--- src/rtl/mdio_acc_pkg.sv ---
package mdio_acc_pkg;

  localparam int FRAME_BITS   = 64;
  localparam int POS_W        = $clog2(FRAME_BITS);
  localparam int CNT_W        = POS_W + 1;
  localparam int DATA_W       = 16;
  localparam int REGNUM_W     = 5;
  localparam int PHYNUM_W     = 5;
  localparam int RD_DRIVE_BITS = 46;
  localparam int DATA_FIRST   = FRAME_BITS - DATA_W;

  localparam logic [1:0] START_SEQ = 2'b01;
  localparam logic [1:0] OP_WR     = 2'b01;
  localparam logic [1:0] OP_RD     = 2'b10;
  localparam logic [1:0] TA_WR     = 2'b10;

  function automatic logic [FRAME_BITS-1:0] build_frame(
    input logic                wr,
    input logic [PHYNUM_W-1:0] phy,
    input logic [REGNUM_W-1:0] regnum,
    input logic [DATA_W-1:0]   wdata
  );
    build_frame = {{32{1'b1}}, START_SEQ, (wr ? OP_WR : OP_RD), phy, regnum,
                   (wr ? TA_WR : 2'b11), (wr ? wdata : {DATA_W{1'b1}})};
  endfunction

endpackage

--- src/rtl/mdc_gen.sv ---
module mdc_gen #(
  parameter int unsigned CLK_DIV = 64
) (
  input  logic clk,
  input  logic rst_n,
  input  logic run,
  output logic mdc,
  output logic fall_tick,
  output logic rise_tick
);

  localparam int unsigned HALF = CLK_DIV / 2;
  localparam int CW = $clog2(CLK_DIV);

  logic [CW-1:0] cnt_q;
  logic          mdc_q;

  assign fall_tick = run && (cnt_q == '0);
  assign rise_tick = run && (cnt_q == CW'(HALF));
  assign mdc       = mdc_q;

  always_ff @(posedge clk) begin
    if (!rst_n) begin
      cnt_q <= '0;
      mdc_q <= 1'b0;
    end else if (!run) begin
      cnt_q <= '0;
      mdc_q <= 1'b0;
    end else begin
      cnt_q <= (cnt_q == CW'(CLK_DIV - 1)) ? '0 : cnt_q + 1'b1;
      if (fall_tick)      mdc_q <= 1'b0;
      else if (rise_tick) mdc_q <= 1'b1;
    end
  end

  // two idle cycles in a row leave the clock low
  p_mdc_parked_r9: assert property (@(posedge clk) disable iff (!rst_n)
    (!run && !$past(run)) |-> !mdc_q);

endmodule

--- src/rtl/mdio_capture.sv ---
module mdio_capture #(
  parameter int W = 16
) (
  input  logic         clk,
  input  logic         rst_n,
  input  logic         clear,
  input  logic         shift_en,
  input  logic         din,
  output logic [W-1:0] q
);

  logic [W-1:0] sh_q;

  always_ff @(posedge clk) begin
    if (!rst_n || clear) sh_q <= '0;
    else if (shift_en)   sh_q <= {sh_q[W-2:0], din};
  end

  assign q = sh_q;

endmodule

--- src/rtl/mdio_frame.sv ---
module mdio_frame
  import mdio_acc_pkg::*;
#(
  parameter logic [PHYNUM_W-1:0] PHY_ADDR = 5'd1
) (
  input  logic                clk,
  input  logic                rst_n,
  input  logic                start,
  input  logic                cmd_wr,
  input  logic [REGNUM_W-1:0] cmd_reg,
  input  logic [DATA_W-1:0]   cmd_data,
  input  logic                fall_tick,
  input  logic                rise_tick,
  input  logic                mdc,
  output logic                active,
  output logic                mdio_o,
  output logic                mdio_oe,
  output logic                sample_en,
  output logic                done
);

  logic [FRAME_BITS-1:0] sh_q;
  logic [CNT_W-1:0]      cnt_q;
  logic [POS_W-1:0]      pos_q;
  logic                  active_q, wr_q, out_q, oe_q, done_q;
  logic                  last_rise;

  assign last_rise = active_q && rise_tick && (pos_q == POS_W'(FRAME_BITS - 1))
                     && (cnt_q == CNT_W'(FRAME_BITS));

  always_ff @(posedge clk) begin
    if (!rst_n) begin
      sh_q     <= '0;
      cnt_q    <= '0;
      pos_q    <= '0;
      active_q <= 1'b0;
      wr_q     <= 1'b0;
      out_q    <= 1'b1;
      oe_q     <= 1'b0;
      done_q   <= 1'b0;
    end else begin
      done_q <= 1'b0;
      if (start) begin
        active_q <= 1'b1;
        wr_q     <= cmd_wr;
        sh_q     <= build_frame(cmd_wr, PHY_ADDR, cmd_reg, cmd_data);
        cnt_q    <= '0;
        pos_q    <= '0;
      end else if (active_q) begin
        if (fall_tick) begin
          out_q <= sh_q[FRAME_BITS-1];
          sh_q  <= {sh_q[FRAME_BITS-2:0], 1'b1};
          oe_q  <= wr_q || (cnt_q < CNT_W'(RD_DRIVE_BITS));
          pos_q <= cnt_q[POS_W-1:0];
          cnt_q <= cnt_q + 1'b1;
        end
        if (last_rise) begin
          active_q <= 1'b0;
          done_q   <= 1'b1;
        end
      end
      if (done_q) begin
        oe_q  <= 1'b0;
        out_q <= 1'b1;
      end
    end
  end

  assign active    = active_q;
  assign mdio_o    = out_q;
  assign mdio_oe   = oe_q;
  assign done      = done_q;
  assign sample_en = active_q && rise_tick && !wr_q && (pos_q >= POS_W'(DATA_FIRST));

  // line outputs only move while the management clock is low
  p_line_moves_low_r6: assert property (@(posedge clk) disable iff (!rst_n)
    ($changed(out_q) || $changed(oe_q)) |-> !mdc);

  // during a read the line is released whenever turnaround/data bits are sampled
  p_read_released_r4: assert property (@(posedge clk) disable iff (!rst_n)
    (active_q && rise_tick && !wr_q && (pos_q >= POS_W'(RD_DRIVE_BITS))) |-> !oe_q);

endmodule

--- src/rtl/phy_mgmt_reg.sv ---
module phy_mgmt_reg
  import mdio_acc_pkg::*;
#(
  parameter int unsigned         CLK_DIV    = 64,
  parameter logic [PHYNUM_W-1:0] PHY_ADDR   = 5'd1,
  parameter int                  ADDR_W     = 8,
  parameter logic [ADDR_W-1:0]   REG_OFFSET = 8'h60
) (
  input  logic              clk,
  input  logic              rst_n,
  input  logic              reg_we,
  input  logic [ADDR_W-1:0] reg_addr,
  input  logic [31:0]       reg_wdata,
  output logic [31:0]       reg_rdata,
  output logic              mdc,
  output logic              mdio_o,
  output logic              mdio_oe,
  input  logic              mdio_i
);

  logic              flag_q, wr_q, busy_q;
  logic [6:0]        rsvd_q;
  logic [7:0]        regsel_q;
  logic [DATA_W-1:0] data_q;

  logic accept, run, fall_tick, rise_tick, sample_en, done;
  logic [DATA_W-1:0] cap_data;

  assign accept = reg_we && (reg_addr == REG_OFFSET) && !busy_q;

  always_ff @(posedge clk) begin
    if (!rst_n) begin
      flag_q   <= 1'b0;
      wr_q     <= 1'b0;
      busy_q   <= 1'b0;
      rsvd_q   <= '0;
      regsel_q <= '0;
      data_q   <= '0;
    end else if (accept) begin
      flag_q   <= reg_wdata[31];
      wr_q     <= reg_wdata[31];
      rsvd_q   <= reg_wdata[30:24];
      regsel_q <= reg_wdata[23:16];
      data_q   <= reg_wdata[15:0];
      busy_q   <= 1'b1;
    end else if (done) begin
      busy_q <= 1'b0;
      flag_q <= !wr_q;
      if (!wr_q) data_q <= cap_data;
    end
  end

  assign reg_rdata = {flag_q, rsvd_q, regsel_q, data_q};

  mdc_gen #(.CLK_DIV(CLK_DIV)) u_mdc (
    .clk       (clk),
    .rst_n     (rst_n),
    .run       (run),
    .mdc       (mdc),
    .fall_tick (fall_tick),
    .rise_tick (rise_tick)
  );

  mdio_frame #(.PHY_ADDR(PHY_ADDR)) u_frame (
    .clk       (clk),
    .rst_n     (rst_n),
    .start     (accept),
    .cmd_wr    (reg_wdata[31]),
    .cmd_reg   (reg_wdata[16 +: REGNUM_W]),
    .cmd_data  (reg_wdata[15:0]),
    .fall_tick (fall_tick),
    .rise_tick (rise_tick),
    .mdc       (mdc),
    .active    (run),
    .mdio_o    (mdio_o),
    .mdio_oe   (mdio_oe),
    .sample_en (sample_en),
    .done      (done)
  );

  mdio_capture #(.W(DATA_W)) u_cap (
    .clk      (clk),
    .rst_n    (rst_n),
    .clear    (accept),
    .shift_en (sample_en),
    .din      (mdio_i),
    .q        (cap_data)
  );

  // a finished write leaves the flag at 0
  p_write_clears_flag_r2: assert property (@(posedge clk) disable iff (!rst_n)
    ($fell(busy_q) && wr_q) |-> !flag_q);

  // a finished read leaves the flag at 1
  p_read_sets_flag_r5: assert property (@(posedge clk) disable iff (!rst_n)
    ($fell(busy_q) && !wr_q) |-> flag_q);

  // the command fields hold for the whole access
  p_cmd_held_r8: assert property (@(posedge clk) disable iff (!rst_n)
    (busy_q && $past(busy_q)) |-> ($stable(regsel_q) && $stable(wr_q) && $stable(rsvd_q)));

  // the link is quiet whenever no access runs
  p_idle_quiet_r9: assert property (@(posedge clk) disable iff (!rst_n)
    !busy_q |-> (!mdc && !mdio_oe));

endmodule

--- config.mk ---
export PLATFORM = sky130hd
export DESIGN_NAME = phy_mgmt_reg
export DESIGN_NICKNAME = d
export VERILOG_FILES = /design/src/rtl/mdio_acc_pkg.sv /design/src/rtl/mdc_gen.sv /design/src/rtl/mdio_capture.sv /design/src/rtl/mdio_frame.sv /design/src/rtl/phy_mgmt_reg.sv
export SDC_FILE = /design/constraint.sdc
export NUM_CORES = 1
export LEC_CHECK = 0
export BUFFER_PORTS_ARGS = -buffer_cell sky130_fd_sc_hd__buf_2
export CAP_MARGIN = 10
export CORE_MARGIN = 1.5
export CORE_UTILIZATION = 55
export DETAILED_ROUTE_END_ITERATION = 6
export GPL_TIMING_DRIVEN = 0
export HOLD_SLACK_MARGIN = 0.12
export PLACE_DENSITY = 0.77
export SKIP_CTS_REPAIR_TIMING = 1
export SLEW_MARGIN = 10
export SYNTH_ARGS = -nofsm -noshare
export SYNTH_HDL_FRONTEND = slang
export SYNTH_SLANG_ARGS = --single-unit
--- constraint.sdc ---
create_clock -name clk -period 2.9 [get_ports clk]
set_input_delay 0.58 -clock clk [delete_from_list [all_inputs] [get_ports clk]]
set_output_delay 0.58 -clock clk [all_outputs]
set_load 0.005 [all_outputs]
==> results.py, run 1 <==
metrics = {
    "timing": {
        "tns_ns": 0,
        "hold_viol_final": 0,
        "min_period_ns": 2.13,
        "rsz0062_at_grt": "false",
        "clock.fmax_mhz": 470,
        "tightest_slew_ns": 0.587,
        "clock_skew_ns": 0.0126,
        "finalSetupViolations": 0,
        "max_slew_margin": 0.609,
        "worst_slack_ns": 0.772,
        "post-route-period-util": 0.734,
        "report.final.slew_viol_count": 0,
    },
    "place": {
        "pre_cts_slack_ns": 0.546,
        "place.gp.congestion": 0.860,
        "port_buffers": 77,
        "hpwl_mm": 9.71,
    },
    "route": {
        "vias_per_cell": 5.62,
        "wirelength_mm": 14.0,
        "ant_nets": 0,
        "dr.pass1.iters": 6,
        "drtIter0Drc": 300,
        "vias": 4932,
        "wl_per_cell_um": 15.9,
        "drc_errors": 0,
    },
    "global_routing": {
        "met2_usage": 0.440,
        "grtUsageMet3": 0.0841,
        "grt_first_pass_wirelength_mm": 22.4,
        "grt_pass1_vias": 4647,
        "top_usage_layer": "met2",
        "use_met1": 0.370,
        "grtUsageTotal": 0.279,
        "antenna_found_initial": 0,
        "grt_max_degree": 17,
        "overflow": 0,
    },
    "die": {
        "start_util": 0.563,
        "die_area_um2": 10500,
        "coreArea_um2": 9680,
        "die_x_um": 103,
        "die_y_um": 103,
        "num_rows": 36,
        "ios": 79,
    },
    "critical_path": {
        "worst_ep_arrival_time_ns": 2.57,
        "critPathLaunchType": "register",
        "worstSetupEndpointType": "register",
        "crit_type": "register to register",
        "path_max_fanout": 10,
        "required_ns": 3.34,
    },
    "final_layout": {
        "layout_common_cells": "nand2_1 (174), dfxtp_1 (138), buf_2 (86)",
        "multi_input_comb_area_um2": 2390,
        "final_layout_size_suffix_gt1_frac": 0.174,
        "final_common_cell": "nand2_1",
        "nets": 781,
        "antennaDiodeCount": 0,
        "num-fill-cells": 777,
        "seq_area_um2": 2760,
        "area_growth_pct": 21.8,
    },
    "clock_tree": {
        "clock-sinks": 138,
        "root_buffer": "clkbuf_8",
        "cts_buffers": 17,
        "clk_pin_slew_ns": 0.06,
        "clk_path_buf_depth": 2,
        "htreeDepth": 4,
        "insertion_delay_ns": 0.53,
        "cts_tree": "yes",
    },
    "yosys": {
        "synth_largest_area_cell": "dfxtp_1",
        "synth-async-reset-ratio": 0,
        "yosysSeqAreaShare": 0.506,
        "yosysUniqueCellTypes": 36,
        "netlist_area_um2": 5460,
        "ys_top_cells_by_area": "dfxtp_1 (51%), nand2_1 (12%), a31oi_1 (6.1%), mux2i_1 (6.1%), a21oi_1 (4.0%)",
        "synthCells": 637,
        "ys.flop_type": "dfxtp_1",
        "yosys_register_bits": 138,
        "syn_nets": 685,
        "ys_warn_count": 0,
        "synth_top_area_share": 0.506,
        "synth_edf_count": 0,
        "syn_avg_cell_area_um2": 8.56,
    },
    "pwr": {
        "finalPower_w": 0.00433,
        "ir_drop_mv": 0.492,
        "powerDensity_nw_per_um2": 651,
        "power_leakage_nw": 2.39,
    },
    "status": {
        "status": "complete, no violations",
    },
    "min_path": {
        "min_path_type": "input pin to register",
    },
    "flow_run": {
        "drv_cap": 0,
    },
}
[report_power, final]
| group | internal, W | leakage [nW] | total [W] | switching, W |
|---|---|---|---|---|
| combinational | 0.0000365 | 0.984 | 0.000103 | 0.0000666 |
| sequential | 0.00190 | 1.11 | 0.00190 | 0.00000166 |
| clock | 0.00152 | 0.299 | 0.00233 | 0.000803 |
| total | 0.00346 | 2.39 | 0.00433 | 0.000871 |
[final cells by class]
| class | instances | area share |
|---|---|---|
| clock buffer | 20 | 0.0670 |
| clock inverter | 11 | 0.0292 |
| buffer | 51 | 0.0412 |
| inverter | 8 | 0.00452 |
| tap | 133 | 0.0250 |
| sequential | 138 | 0.416 |
| multi-input combinational | 440 | 0.359 |
| timing repair buffer | 77 | 0.0580 |
[state kept, by name (all words and copies together) (netlist names), 6 cells and up]
register       count
u_mdc.cnt_q        6
regsel_q           8
data_q            16
u_cap.q           16
u_frame.pos_q      6
u_frame.sh_q      64
rsvd_q             7
u_frame.cnt_q      7
[stage by stage]
stage	cell area, um^2	hold slack [ns]	std cells	util
floorplan	5460	0.400	637	-
global placement	6010	0.416	847	0.620
detailed placement	6010	0.415	847	0.620
CTS	6650	0.273	878	0.686
global route	6650	0.281	878	0.686
finish	6650	0.283	878	0.686
[critical path, stage by stage, from the launching register on]
cell	delay [ns]
dfxtp_1	0.37
inv_1	0.06
ha_1	0.20
and2_0	0.15
clkbuf_1	0.17
nand2_1	0.32
clkbuf_1	0.43
nand2_1	0.14
a31oi_1	0.20
[worst paths after layout]
check	from	end	slack (ns)	depth (start not counted)
worst max-delay path	u_mdc.cnt_q[0]	u_frame.sh_q[28]	0.77	8
worst min-delay path	reg_wdata[28]	rsvd_q[4]	0.28	3
worst max register to register	u_mdc.cnt_q[0]	u_frame.sh_q[28]	0.77	8
worst min register to register	u_frame.done	u_frame.mdio_oe	0.43	1
[metal layers]
| metal | wire [um] | vias up |
|---|---|---|
| met5 | 0 | - |
| met4 | 200 | 0 |
| met3 | 1070 | 24 |
| met2 | 6490 | 201 |
| met1 | 6230 | 2319 |
| li1 | - | 2388 |
[cell usage after synthesis, types with 2 or more instances]
library cell and count:
inv_1 6, buf_6 8, buf_2 9, xnor2_1 3, dfxtp_1 138, ha_1 4
nand3_1 6, nor2_1 47, clkinv_1 2, o21ai_0 9, or3_1 2, o31ai_1 15
nand2_1 174, a21oi_1 44, nand4_1 6, and3_1 3, xor2_1 6, clkbuf_1 31
buf_4 3, and2_1 3, nor4_1 2, nor4b_1 3, a211oi_1 16, mux2i_1 33
a31oi_1 53
[cell families (layout without fill, tap and decap cells)]
kind of cell | after synthesis | after routing | synth area share
multiplexers | 33 | 33 | 0.0606
adder cells (fa/ha/maj) | 4 | 4 | 0.00917
flip-flops | 138 | 138 | 0.506
AND/OR/NAND/NOR | 253 | 253 | 0.195
AO/OA/AOI/OAI | 141 | 141 | 0.159
buffers and inverters | 59 | 167 | 0.0557
XOR/XNOR | 9 | 9 | 0.0145
(Power assumes the default switching activity.)
==> run 2: changes to the inputs <==
Settings changed: ABC_AREA set to 1, CORE_UTILIZATION 55 to 51, PLACE_DENSITY 0.77 to 0.75.
Clock period 2.9 ns to 1.8 ns, I/O delays scaled along.
==> run 2 against run 1 <==
Against the previous run: clock-buffer cell count rose by 1; flip-flop and latch count stayed put; clock power grew 27%; via count increased by 7.4%; utilization shrank 5.2 points.
==> results.py, run 2 <==
metrics = {
    "status": {
        "status": "complete, no violations",
    },
    "route": {
        "vias": 5297,
        "vias_per_cell": 4.90,
        "wirelength_mm": 13.0,
        "ant_nets": 0,
        "drc_errors": 0,
        "wl_per_cell_um": 12.0,
        "dr.pass1.iters": 4,
        "drtIter0Drc": 228,
    },
    "timing": {
        "min_period_ns": 1.65,
        "fin_hold_ws_ns": 0.123,
        "report.final.slew_viol_count": 0,
        "tns_ns": 0,
        "finalSetupViolations": 0,
        "worst_slack_ns": 0.154,
        "clock_skew_ns": 0.00742,
        "hold_viol_final": 0,
        "tightest_slew_ns": 0.579,
        "clock.fmax_mhz": 608,
        "post-route-period-util": 0.914,
        "max_slew_margin": 0.614,
        "rsz0062_at_grt": "false",
    },
    "yosys": {
        "synth_most_common_cell": "nand2_1",
        "syn_nets": 870,
        "netlist_area_um2": 5730,
        "synth_top_area_share": 0.482,
        "syn_avg_cell_area_um2": 6.97,
        "synth-async-reset-ratio": 0,
        "synth_commonest_cells": "nand2_1 (230), nor2_1 (156), dfxtp_1 (138)",
        "yosys_register_bits": 138,
        "yosysSeqAreaShare": 0.482,
        "ys.flop_type": "dfxtp_1",
        "ys_top_cells_by_area": "dfxtp_1 (48%), nand2_1 (15%), nor2_1 (10%), o21ai_0 (5.5%), nand3_1 (5.2%)",
        "yosysUniqueCellTypes": 27,
        "synth_largest_area_cell": "dfxtp_1",
        "synth_edf_count": 0,
        "synthCells": 822,
        "ys_warn_count": 0,
    },
    "clock_tree": {
        "htreeDepth": 4,
        "clk_path_buf_depth": 2,
        "cts_buffers": 17,
        "root_buffer": "clkbuf_8",
        "cts_tree": "yes",
        "clk_pin_slew_ns": 0.06,
        "insertion_delay_ns": 0.53,
        "clock-sinks": 138,
    },
    "final_layout": {
        "antennaDiodeCount": 0,
        "post-route-cell-area_um2": 6900,
        "final_layout_size_suffix_gt1_frac": 0.160,
        "layout_common_cells": "nand2_1 (230), nor2_1 (156), dfxtp_1 (138)",
        "largest_reg_flops": 64,
        "area_growth_pct": 20.5,
        "regMostFlops": "u_frame.sh_q",
        "multi_input_comb_area_um2": 2490,
        "nets": 978,
        "final_common_cell": "nand2_1",
        "num-fill-cells": 985,
        "seq_area_um2": 2760,
    },
    "pwr": {
        "finalPower_w": 0.00620,
        "powerDensity_nw_per_um2": 898,
        "power_leakage_nw": 3.37,
        "ir_drop_mv": 0.507,
    },
    "die": {
        "ios": 79,
        "coreArea_um2": 10900,
        "start_util": 0.526,
        "die_y_um": 109,
        "die_area_um2": 11900,
        "num_rows": 38,
        "die_x_um": 109,
    },
    "critical_path": {
        "critPathLaunchType": "register",
        "r2r.worst_path.cells": 10,
        "crit_type": "register to register",
        "reg2reg_slack_ns": 0.15,
        "crit-reg2reg-launch": "u_mdc.cnt_q[0]",
        "r2r_end": "u_frame.sh_q[9]",
        "path_max_fanout": 10,
        "required_ns": 2.21,
        "worstSetupEndpointType": "register",
        "worst_ep_arrival_time_ns": 2.06,
    },
    "place": {
        "pre_cts_slack_ns": 0.0570,
        "dpl_cell_area_um2": 6290,
        "place.gp.congestion": 0.869,
        "hpwl_mm": 9.19,
        "port_buffers": 78,
    },
    "flow_run": {
        "drv_cap": 0,
    },
    "global_routing": {
        "grtUsageTotal": 0.235,
        "grt_pass1_vias": 4743,
        "overflow": 0,
        "grt_max_degree": 17,
        "antenna_found_initial": 0,
        "grt_first_pass_wirelength_mm": 21.7,
    },
    "min_path": {
        "min_to": "regsel_q[0]",
        "min_path_type": "input pin to register",
        "min_from": "reg_wdata[16]",
        "min_delay_path_depth": 3,
    },
}
run 2: cell types whose count changed in the layout (fill, tap and decap cells not counted), sizes merged, moves of 33 or more:
cell   change
nand2     +61
nor2     +115
a31oi     -53
inv       +63
mux2i     -33
nand3     +56
o21ai     +62
run 2: cell families (layout without fill, tap and decap cells):
logic type                 after synthesis  in the layout  share of synthesized area
DFF                                    138            138                      0.482
buffers and inverters                  111            230                     0.0834
xor gates and xnor gates                 2              2                    0.00306
adders and majority gates                4              4                    0.00874
and+or+nand+nor                        473            473                      0.340
AOI/OAI and AO/OA                       94             94                     0.0828
run 2: power by group:
part,switching [W],total (W),internal [W]
registers,0.00000371,0.00307,0.00306
logic,0.000109,0.000187,0.0000786
clock network,0.00122,0.00295,0.00173
run 2: cell type report:
class,instances,share of cell area
Sequential cell,138,0.400
Multi-Input combinational cell,573,0.360
Timing Repair Buffer,89,0.0725
Clock buffer,21,0.0651
Inverter,69,0.0379
Buffer,42,0.0314
Tap cell,140,0.0254
Clock inverter,9,0.00743
run 2: worst max path at each step:
| stage | from | endpoint | cells past startpoint |
|---|---|---|---|
| after floorplan | u_mdc.cnt_q[0] | u_frame.sh_q[6] | 9 |
| after global placement | reg_addr[4] | data_q[3] | 10 |
| after detailed placement | reg_addr[4] | data_q[3] | 10 |
| after CTS | u_mdc.cnt_q[0] | u_frame.sh_q[9] | 10 |
| after global routing | u_mdc.cnt_q[0] | u_mdc.cnt_q[5] | 6 |
| final | u_mdc.cnt_q[0] | u_frame.sh_q[9] | 10 |
run 2: worst max-delay path: stages, from the launching register on:
cell	delay, ns
dfxtp_1	0.33
inv_1	0.06
ha_1	0.15
nand2_2	0.11
nor2_8	0.21
inv_4	0.10
nand2_4	0.13
nand2_2	0.12
buf_6	0.16
nor2_1	0.11
nor2_1	0.05
run 2: metrics by stage:
| step | util | instances |
|---|---|---|
| floorplan | - | 822 |
| global placement | 0.578 | 1040 |
| detailed placement | 0.578 | 1040 |
| CTS | 0.624 | 1070 |
| global route | 0.634 | 1081 |
| finish | 0.634 | 1081 |
run 2: metal layers:
layer | wire (um) | global-route usage | up-vias
met1 | 5980 | 0.295 | 2349
met5 | 0 | 0 | -
met2 | 5960 | 0.395 | 147
met3 | 838 | 0.0604 | 21
li1 | - | - | 2780
met4 | 175 | 0.0733 | 0
==> run 3: changes to the inputs <==
Settings changed: CORE_UTILIZATION 51 to 25, PLACE_DENSITY 0.75 to not set.
Clock period 1.8 ns to 1.4 ns, I/O delays scaled along.
==> run 3 against run 2 <==
Against the previous run: the flow now finishes with violations (negative setup slack); design area up 13%; first-iteration DRC count up 77%; clock skew up 0.00059 ns; worst setup slack worse by 0.26 ns; combinational power up 48%; highest routed layer unchanged.
==> results.py, run 3 (synthesis gave the netlist of run 2 again) <==
metrics = {
    "die": {
        "die_area_um2": 23800,
        "start_util": 0.254,
        "coreArea_um2": 22600,
        "ios": 79,
        "die_y_um": 154,
        "num_rows": 55,
        "die_x_um": 154,
    },
    "global_routing": {
        "grtUsageTotal": 0.125,
        "overflow": 0,
        "grt_pass1_vias": 4797,
        "grt_first_pass_wirelength_mm": 23.6,
        "antenna_found_initial": 0,
        "grt_max_degree": 17,
    },
    "critical_path": {
        "crit_type": "register to register",
        "critPathLaunchType": "register",
        "required_ns": 1.71,
        "worstSetupEndpointType": "register",
        "worst_ep_arrival_time_ns": 1.81,
        "path_max_fanout": 7,
    },
    "route": {
        "wirelength_mm": 15.4,
        "wl_per_cell_um": 12.4,
        "vias_per_cell": 4.41,
        "drc_errors": 0,
        "vias": 5508,
        "dr.pass1.iters": 5,
        "drtIter0Drc": 403,
        "ant_nets": 0,
    },
    "clock_tree": {
        "clock-sinks": 138,
        "insertion_delay_ns": 0.42,
        "cts_tree": "yes",
        "clk_path_buf_depth": 2,
        "cts_buffers": 17,
        "clk_pin_slew_ns": 0.06,
        "htreeDepth": 4,
        "root_buffer": "clkbuf_16",
    },
    "final_layout": {
        "nets": 998,
        "final_common_cell": "nand2_1",
        "largest_reg_flops": 64,
        "layout_common_cells": "nand2_1 (213), nor2_1 (138), dfxtp_1 (135)",
        "final_layout_size_suffix_gt1_frac": 0.248,
        "antennaDiodeCount": 0,
        "post-route-cell-area_um2": 7790,
        "area_growth_pct": 36.0,
        "final_util": 0.345,
        "regMostFlops": "u_frame.sh_q",
    },
    "timing": {
        "post-route-period-util": 1.07,
        "hold_viol_final": 0,
        "tightest_slew_ns": 0.604,
        "worst_slack_ns": -0.103,
        "min_period_ns": 1.50,
        "max_slew_margin": 0.597,
        "clock_skew_ns": 0.00801,
        "rsz0062_at_grt": "true",
        "finalSetupViolations": 73,
        "clock.fmax_mhz": 665,
        "tns_ns": -1.99,
        "report.final.slew_viol_count": 0,
    },
    "pwr": {
        "ir_drop_mv": 0.646,
        "finalPower_w": 0.00839,
        "power_leakage_nw": 3.67,
        "powerDensity_nw_per_um2": 1080,
    },
    "place": {
        "port_buffers": 78,
        "dpl_cell_area_um2": 6480,
        "place.gp.congestion": 0.845,
        "hpwl_mm": 10.5,
        "pre_cts_slack_ns": -0.377,
    },
    "flow_run": {
        "drv_cap": 0,
    },
    "min_path": {
        "min_path_type": "input pin to register",
    },
    "status": {
        "status": "finished, violations left",
        "failed_checks": "negative setup slack",
    },
}
run 3: cell count changes in the layout (fill, tap and decap cells not counted), sizes merged:
cell	previous run	this run
buf	104	122
clkinvlp	1	5
clkbuf	37	40
clkinv	8	6
dlygate4sd3	11	10
run 3: metrics by stage:
step	cells	hold slack (ns)
after CTS	1217	0.0690
final	1248	0.129
after global placement	1185	0.421
after global routing	1248	0.124
after detailed placement	1185	0.425
after floorplan	822	0.407
run 3: final cells by class:
cell class / count / area, um^2
Multi-Input combinational cell: 573 / 2790
Buffer: 42 / 340
Clock inverter: 11 / 71.3
Inverter: 69 / 269
Fill cell: 2397 / 14800
Tap cell: 285 / 357
Timing Repair Buffer: 109 / 712
Clock buffer: 21 / 480
Sequential cell: 138 / 2770
run 3: final timing paths:
check	from	end	slack, ns	cells after the start
hold / removal	mdio_i	u_cap.q[0]	0.13	3
hold reg to reg	u_mdc.cnt_q[0]	u_mdc.cnt_q[0]	0.44	1
setup reg to reg	u_mdc.cnt_q[1]	u_frame.sh_q[5]	-0.10	10
setup / recovery	u_mdc.cnt_q[1]	u_frame.sh_q[5]	-0.10	10
run 3: metal layers:
layer	up-vias	part of all wire	wire, um	global-route usage
li1	2837	-	-	-
met3	26	0.069	1070	0.0373
met4	0	0.021	322	0.0435
met2	168	0.42	6430	0.185
met5	-	0	0	0
met1	2477	0.49	7630	0.174
run 3: critical path, cell delays in order, from the launching register on:
cell,delay [ns]
dfxtp_2,0.33
inv_2,0.07
ha_4,0.14
nand2_4,0.07
nor2_8,0.22
inv_8,0.07
nand2_8,0.10
nand2_8,0.09
clkbuf_16,0.18
nor2_4,0.08
nor2_1,0.04
run 3: report_power, final:
part | switching (W) | leakage [nW] | internal (W)
Sequential | 0.00000490 | 1.11 | 0.00394
Combinational | 0.000165 | 2.29 | 0.000112
Clock | 0.00174 | 0.263 | 0.00243
